--- config.mk ---
export PLATFORM = sky130hd
export DESIGN_NAME = rtc_calendar
export DESIGN_NICKNAME = d
export VERILOG_FILES = /design/src/rtl/rtc_cal_pkg.sv /design/src/rtl/rtc_step_fsm.sv /design/src/rtl/rtc_cal_step.sv /design/src/rtl/rtc_alarm_cmp.sv /design/src/rtl/rtc_calendar.sv
export SDC_FILE = /design/constraint.sdc
export NUM_CORES = 1
export LEC_CHECK = 0
export ABC_AREA = 0
export BUFFER_PORTS_ARGS = -buffer_cell sky130_fd_sc_hd__buf_2
export CAP_MARGIN = 30
export CORE_MARGIN = 5
export CORE_UTILIZATION = 40
export DETAILED_ROUTE_END_ITERATION = 8
export GPL_ROUTABILITY_DRIVEN = 0
export HOLD_SLACK_MARGIN = 0.08
export PLACE_DENSITY_LB_ADDON = 0.1
export SYNTH_ARGS = -nofsm -noshare
export SYNTH_HDL_FRONTEND = slang
export SYNTH_HIERARCHICAL = 1
export SYNTH_SLANG_ARGS = --single-unit
--- constraint.sdc ---
create_clock -name clk -period 5.1 [get_ports clk]
set_clock_uncertainty 0.1 [all_clocks]
set_input_delay 1.275 -clock clk [delete_from_list [all_inputs] [get_ports clk]]
set_output_delay 1.275 -clock clk [all_outputs]
set_load 0.1 [all_outputs]
--- src/rtl/rtc_cal_pkg.sv ---
package rtc_cal_pkg;

    localparam int ADDR_W  = 7;
    localparam int FIELD_W = 8;
    localparam int NFIELD  = 6;   // s, min, h, day, month, year
    localparam int STAMP_W = FIELD_W * NFIELD;

    localparam logic [ADDR_W-1:0] A_WEEK = 7'h18;
    localparam logic [ADDR_W-1:0] A_CTRL = 7'h40;
    localparam logic [ADDR_W-1:0] A_STAT = 7'h44;
    localparam logic [ADDR_W-1:0] A_IEN  = 7'h48;

    // Field i lives in bits [8*i +: 8]; index 0 is seconds.
    typedef logic [STAMP_W-1:0] stamp_t;

    localparam stamp_t RESET_STAMP = 48'h00_01_01_00_00_00;

    typedef enum logic [1:0] {
        PH_HALT  = 2'd0,
        PH_COUNT = 2'd1,
        PH_WARN  = 2'd2,
        PH_ROLL  = 2'd3
    } phase_e;

    function automatic logic [7:0] bcd_up(input logic [7:0] v);
        if (v[3:0] >= 4'd9)
            return {v[7:4] + 4'd1, 4'd0};
        else
            return {v[7:4], v[3:0] + 4'd1};
    endfunction

    // 10*tens + ones is congruent to 2*tens + ones modulo 4
    function automatic logic leap_bcd(input logic [7:0] yr);
        logic [1:0] r;
        r = {yr[4], 1'b0} + yr[1:0];
        return (r == 2'd0);
    endfunction

    function automatic logic [7:0] month_last(input logic [7:0] mo, input logic [7:0] yr);
        logic [7:0] d;
        case (mo)
            8'h02:                      d = leap_bcd(yr) ? 8'h29 : 8'h28;
            8'h04, 8'h06, 8'h09, 8'h11: d = 8'h30;
            default:                    d = 8'h31;
        endcase
        return d;
    endfunction

endpackage

--- src/rtl/rtc_step_fsm.sv ---
module rtc_step_fsm import rtc_cal_pkg::*; #(
    parameter int unsigned DIV = 32768
) (
    input  logic clk,
    input  logic rst_n,
    input  logic tick,
    input  logic run_req,
    output logic busy,
    output logic step,
    output logic running
);
    localparam int CW = (DIV > 2) ? $clog2(DIV) : 1;
    localparam logic [CW-1:0] LAST = CW'(DIV - 1);

    phase_e phase, phase_nxt;
    logic [CW-1:0] cnt, cnt_nxt;

    always_comb begin
        cnt_nxt = cnt;
        if (tick) cnt_nxt = (cnt == LAST) ? '0 : cnt + 1'b1;
    end

    always_comb begin
        phase_nxt = phase;
        unique case (phase)
            PH_HALT: begin
                if (run_req) phase_nxt = (cnt == LAST) ? PH_WARN : PH_COUNT;
            end
            PH_COUNT, PH_ROLL: begin
                if (!run_req)              phase_nxt = PH_HALT;
                else if (cnt_nxt == LAST)  phase_nxt = PH_WARN;
                else                       phase_nxt = PH_COUNT;
            end
            PH_WARN: begin
                if (!run_req)  phase_nxt = PH_HALT;
                else if (tick) phase_nxt = PH_ROLL;
            end
            default: phase_nxt = PH_HALT;
        endcase
    end

    always_ff @(posedge clk) begin
        if (!rst_n) begin
            phase <= PH_HALT;
            cnt   <= '0;
        end else begin
            phase <= phase_nxt;
            if (phase != PH_HALT && run_req) cnt <= cnt_nxt;
        end
    end

    always_comb begin
        busy    = 1'b0;
        step    = 1'b0;
        running = 1'b1;
        unique case (phase)
            PH_HALT:  running = 1'b0;
            PH_COUNT: ;
            PH_WARN:  busy = 1'b1;
            PH_ROLL:  step = 1'b1;
            default:  running = 1'b0;
        endcase
    end

endmodule

--- src/rtl/rtc_cal_step.sv ---
module rtc_cal_step import rtc_cal_pkg::*; (
    input  stamp_t     cur,
    input  logic [7:0] wk,
    output stamp_t     nxt,
    output logic [7:0] wk_nxt,
    output logic       ev_min,
    output logic       ev_hour,
    output logic       ev_day
);
    logic [7:0]    lim  [NFIELD];
    logic [7:0]    base [NFIELD];
    logic [NFIELD:0] carry;

    always_comb begin
        lim[0]  = 8'h59;  base[0] = 8'h00;
        lim[1]  = 8'h59;  base[1] = 8'h00;
        lim[2]  = 8'h23;  base[2] = 8'h00;
        lim[3]  = month_last(cur[4*FIELD_W +: FIELD_W], cur[5*FIELD_W +: FIELD_W]);
        base[3] = 8'h01;
        lim[4]  = 8'h12;  base[4] = 8'h01;
        lim[5]  = 8'h99;  base[5] = 8'h00;
    end

    assign carry[0] = 1'b1;

    for (genvar i = 0; i < NFIELD; i++) begin : g_field
        logic [7:0] f;
        logic       wrap;
        assign f            = cur[i*FIELD_W +: FIELD_W];
        assign wrap         = (f >= lim[i]);
        assign carry[i+1]   = carry[i] & wrap;
        assign nxt[i*FIELD_W +: FIELD_W] = !carry[i] ? f : (wrap ? base[i] : bcd_up(f));
    end

    assign ev_min  = carry[1];
    assign ev_hour = carry[2];
    assign ev_day  = carry[3];
    assign wk_nxt  = !carry[3] ? wk : ((wk >= 8'h06) ? 8'h00 : bcd_up(wk));

endmodule

--- src/rtl/rtc_alarm_cmp.sv ---
module rtc_alarm_cmp import rtc_cal_pkg::*; (
    input  stamp_t now,
    input  stamp_t target,
    output logic   hit
);
    logic [NFIELD-1:0] eq;

    for (genvar i = 0; i < NFIELD; i++) begin : g_eq
        assign eq[i] = (now[i*FIELD_W +: FIELD_W] == target[i*FIELD_W +: FIELD_W]);
    end

    assign hit = &eq;

endmodule

--- src/rtl/rtc_calendar.sv ---
module rtc_calendar import rtc_cal_pkg::*; #(
    parameter int unsigned PRESC_DIV = 32768
) (
    input  logic              clk,
    input  logic              rst_n,
    input  logic              tick_32k,
    input  logic [ADDR_W-1:0] bus_addr,
    input  logic              bus_wr,
    input  logic              bus_rd,
    input  logic [7:0]        bus_wdata,
    output logic [7:0]        bus_rdata,
    output logic              irq_tick,
    output logic              irq_alarm
);
    stamp_t     now_q, alm_q, step_nxt;
    logic [7:0] wk_q, wk_nxt, ctrl_q;
    logic [1:0] ien_q;          // [1] alarm enable (bit3), [0] periodic enable (bit2)
    logic       pu_q, al_q;
    logic [3:0] ev_q;           // {day, hour, min, sec}
    logic       busy, step, running;
    logic       ev_min, ev_hour, ev_day, alm_hit;

    logic       is_time, is_alm, st_rd, st_wr;
    logic [2:0] fsel;
    logic [5:0] fbit;

    always_comb begin
        fsel    = bus_addr[4:2];
        fbit    = {fsel, 3'b000};
        is_time = (bus_addr[6:5] == 2'b00) && (bus_addr[1:0] == 2'b00) && (fsel < 3'd6);
        is_alm  = (bus_addr[6:5] == 2'b01) && (bus_addr[1:0] == 2'b00) && (fsel < 3'd6);
        st_rd   = bus_rd && (bus_addr == A_STAT);
        st_wr   = bus_wr && (bus_addr == A_STAT);
    end

    rtc_step_fsm #(.DIV(PRESC_DIV)) u_fsm (
        .clk     (clk),
        .rst_n   (rst_n),
        .tick    (tick_32k),
        .run_req (ctrl_q[0]),
        .busy    (busy),
        .step    (step),
        .running (running)
    );

    rtc_cal_step u_step (
        .cur     (now_q),
        .wk      (wk_q),
        .nxt     (step_nxt),
        .wk_nxt  (wk_nxt),
        .ev_min  (ev_min),
        .ev_hour (ev_hour),
        .ev_day  (ev_day)
    );

    rtc_alarm_cmp u_cmp (
        .now    (step_nxt),
        .target (alm_q),
        .hit    (alm_hit)
    );

    // time and weekday: a bus write to a field wins over the step for that field
    always_ff @(posedge clk) begin
        if (!rst_n) begin
            now_q <= RESET_STAMP;
            wk_q  <= 8'h00;
        end else begin
            if (step) begin
                now_q <= step_nxt;
                wk_q  <= wk_nxt;
            end
            if (bus_wr && is_time)           now_q[fbit +: FIELD_W] <= bus_wdata;
            if (bus_wr && bus_addr == A_WEEK) wk_q <= bus_wdata;
        end
    end

    always_ff @(posedge clk) begin
        if (!rst_n) begin
            alm_q  <= '0;
            ctrl_q <= 8'h00;
            ien_q  <= 2'b00;
        end else if (bus_wr) begin
            if (is_alm)               alm_q[fbit +: FIELD_W] <= bus_wdata;
            if (bus_addr == A_CTRL)   ctrl_q <= bus_wdata;
            if (bus_addr == A_IEN)    ien_q  <= bus_wdata[3:2];
        end
    end

    always_ff @(posedge clk) begin
        if (!rst_n) begin
            pu_q <= 1'b1;
            al_q <= 1'b0;
            ev_q <= 4'b0000;
        end else begin
            if (st_wr && bus_wdata[7]) pu_q <= 1'b0;

            if (step && alm_hit)            al_q <= 1'b1;
            else if (st_wr && bus_wdata[6]) al_q <= 1'b0;

            if (step)       ev_q <= {ev_day, ev_hour, ev_min, 1'b1} | (st_rd ? 4'b0000 : ev_q);
            else if (st_rd) ev_q <= 4'b0000;
        end
    end

    always_comb begin
        bus_rdata = 8'h00;
        if (is_time)
            bus_rdata = now_q[fbit +: FIELD_W];
        else if (is_alm)
            bus_rdata = alm_q[fbit +: FIELD_W];
        else begin
            case (bus_addr)
                A_WEEK:  bus_rdata = wk_q;
                A_CTRL:  bus_rdata = ctrl_q;
                A_STAT:  bus_rdata = {pu_q, al_q, ev_q, running, busy};
                A_IEN:   bus_rdata = {4'b0000, ien_q, 2'b00};
                default: bus_rdata = 8'h00;
            endcase
        end
    end

    assign irq_tick  = ien_q[0] & ev_q[0];
    assign irq_alarm = ien_q[1] & al_q;

endmodule

==> summary.txt <==
Outcome
  • Outcome: complete, no violations

Critical path
  • RR Startpoint: now_q[33]
  • CP max-delay cell: a211oi_1
  • Startpoint Class: input pin
  • Crit path kind: input pin to output pin
  • CP cell instances: buf_2 -> inv_1 -> ha_1 -> buf_4 -> a22oi_1 -> nor3_1 -> a211oi_1 -> o31ai_4 -> buf_12
  • Critical Path AT: 3.30 ns
  • CP startpoint: bus_addr[2]
  • Critical Path RT: 3.72 ns
  • Crit path largest cell delay: ~0.61 ns
  • CP Capture Type: output pin
  • Critical path fanouts, max: 7

Finish
  • Nets: 1247
  • Fill cells: 2419
  • Layout Area Growth over Synthesis: 13.1%
  • Layout cells sized above 1: 16.9%
  • Ant diodes: 0

Clock tree
  • Total CTS buffers: 17
  • CTS resizes: 0
  • H-Tree Depth: 4
  • Reg clk slew, reported paths: about 0.06 ns
  • Post-CTS setup repair buffer count: 0
  • Root Driver: clkbuf_16
  • Worst-Skew Late Latency: between 0.4 and 0.5 ns
  • CTS Hold Bufs: 0
  • Maximum root-to-sink buffer count: 2
  • CTS Sinks: 137
  • CTS tree: done

Routing
  • Final WL: about 36000 um
  • Antenna viol nets, final: 0
  • DRT Pass-1 Iters: 5
  • # DRC: 0
  • Mean routed wirelength per cell: 23.4 um
  • DR iter-0 viols: slightly above 900
  • Routed via count: slightly above 9000
  • DR vias/cell: 5.99

Yosys
  • Area share of the largest cell type after synthesis: 27.4%
  • Main area contributors after synthesis: dfxtp_1 (27%), mux2i_1 (7.2%), ha_1 (6.0%)
  • Synth warnings: 6
  • Main synth FF type: dfxtp_1
  • Post-Synthesis Cell Area: ~10000 um^2
  • Syn_area_per_cell: 8.54 um^2
  • Seq/Total Area, Yosys: between 20% and 30%
  • Post-Syn Nets: 1239
  • Mapped Cells: 1171
  • Number of flops mapped to enable cells by yosys: 0
  • Yosys cell types: 84
  • #FFs+latches synth: 137
  • Asr flop ratio synth: 0%
  • Cell taking the most area after synthesis: dfxtp_1

Worst hold path
  • HP Class: flip-flop to flip-flop
  • Hold_sp: pu_q

Timing
  • Max frequency: around 210 MHz
  • Min Clock Period, post-route: around 4.7 ns
  • PnR worst setup slack: about 0.42 ns
  • Final-report hold violation count: 0
  • RSZ-0062 raised after global routing: false
  • Slew margin rel.: approximately two fifths
  • Worst slew pin tran: 0.863 ns
  • Max-slew violation count: 0
  • Final setup fails: 0
  • Final period util: 91.7%
  • Sum of negative setup slack: 0 ns

Floorplanning
  • Core Footprint: 24500 um^2
  • Die area: 28200 um^2
  • Starting Density: 40.9%
  • Die H: between 150 and 200 um
  • Die Width: around 170 um
  • Core Rows: 57
  • I/O pins: 30

Placed design
  • Dpl ws: 0.457 ns
  • Post-DP HPWL: 26200 um
  • Port Buffer Count: 29

Run
  • # Max-Cap Violations: 0

Global routing
  • Number of global-route vias before repair: 8291
  • GR Util All Layers: 24.8%
  • Largest net degree at the start of global routing: 55
  • First-pass GRT wire length: 53700 um
  • Initial antenna violation count: 2
  • Final global-route overflow total: 0

Pwr
  • IR drop worst, VDD: 0.180 mV
  • Lkg Pwr: approximately 4.4 nW
  • Cell Pwr Density: about 230 nW/um^2
registers in the layout (all words and copies together), names as in the netlist:
signal	flops
alm_q	48
now_q	48
u_fsm/cnt	15
ctrl_q	8
wk_q	8
ev_q	4
ien_q	2
u_fsm/phase	2
al_q	1
pu_q	1
logic make-up (layout without fill, tap and decap cells):
group | count (synthesis) | count (layout) | synth area share (%)
buffers and inverters | 119 | 140 | 5.43
adders and majority gates | 48 | 48 | 6.01
and+or+nand+nor | 419 | 419 | 23.4
other | 1 | 1 | 0.0375
AOI/OAI and AO/OA | 276 | 276 | 19.3
xor gates and xnor gates | 69 | 69 | 6.05
DFF | 137 | 137 | 27.4
muxes | 102 | 102 | 12.4
worst paths after layout:
path,end,slack [ns],depth (start not counted)
max,bus_rdata[0],0.42,9
min,pu_q,0.36,2
max reg2reg,al_q,0.61,20
min reg2reg,pu_q,0.36,2
routing by layer:
layer | track usage [%] | share of wire, %
met1 | 36.5 | 47
met2 | 36.5 | 43
met3 | 4.20 | 6.9
met4 | 8.93 | 3.0
met5 | 0 | 0.076
synth_stat cells (17+ instances only):
cell        n
dfxtp_1   137
nor2_1    103
mux2i_1    72
nand2_1    65
a211oi_1   61
a21oi_1    59
xor2_1     56
ha_1       48
o21ai_0    47
clkbuf_1   43
nand3_1    37
inv_1      34
nor2b_1    28
and2_1     26
nor3_1     24
or2_2      19
nand4_1    18
a22o_1     17
area by class of cell:
class                           count  area (um^2)  area share (%)
Inverter                           38          144            1.27
Sequential cell                   137         2740            24.3
Multi-Input combinational cell    915         6820            60.4
Tap cell                          324          405            3.59
Timing Repair Buffer               70          556            4.92
Clock inverter                     11          169            1.49
Clock buffer                       21          460            4.07
where the power goes:
| group | switching [mW] | total [mW] | internal, mW | leakage (nW) |
|---|---|---|---|---|
| sequential | 0.00274 | 1.07 | 1.07 | 1.10 |
| clock | 0.525 | 1.37 | 0.846 | 0.307 |
| combinational | 0.134 | 0.184 | 0.0496 | 2.98 |
cells in the final DEF, fill, tap and decap left out, types with 10 or more instances in the layout:
| cell type | netlist | routed |
|---|---|---|
| dfxtp_1 | 137 | 137 |
| buf_4 | 8 | 40 |
| a21oi_1 | 59 | 59 |
| clkbuf_16 | 0 | 17 |
| a22o_1 | 17 | 17 |
| o21ai_0 | 47 | 47 |
| nor3_1 | 24 | 24 |
| nor2_1 | 103 | 102 |
| a22oi_1 | 10 | 10 |
| xor2_1 | 56 | 56 |
| nor2b_1 | 28 | 28 |
| xnor2_1 | 13 | 13 |
| or3_1 | 14 | 14 |
| nand4_1 | 18 | 18 |
| a211oi_1 | 61 | 61 |
| nand2_1 | 65 | 65 |
| nand3_1 | 37 | 37 |
| or2_2 | 19 | 19 |
| mux2i_1 | 72 | 72 |
| inv_1 | 34 | 34 |
| mux2_2 | 14 | 14 |
| and2_1 | 26 | 25 |
| mux4_2 | 16 | 16 |
| nor4_1 | 16 | 16 |
| buf_2 | 16 | 23 |
| a211oi_2 | 11 | 11 |
| ha_1 | 48 | 48 |
per-stage QoR:
step,power (mW),area (um^2),utilization [%],std cells,hold WS [ns]
finish,2.63,11300,46.2,1516,0.362
global route,2.70,11300,46.2,1516,0.379
CTS,2.65,11300,46.2,1516,0.359
detailed placement,1.28,10700,43.6,1484,0.348
global placement,1.28,10700,43.6,1484,0.348
floorplan,1.21,10100,-,1171,0.329
worst max-delay path, delay by kind of cell:
family                     cells  cell delay, ns
adders and majority gates      1            0.27
and+or+nand+nor                1            0.09
buffers and inverters          4            0.68
AOI/OAI and AO/OA              3            0.97
(Power assumes the default switching activity.)
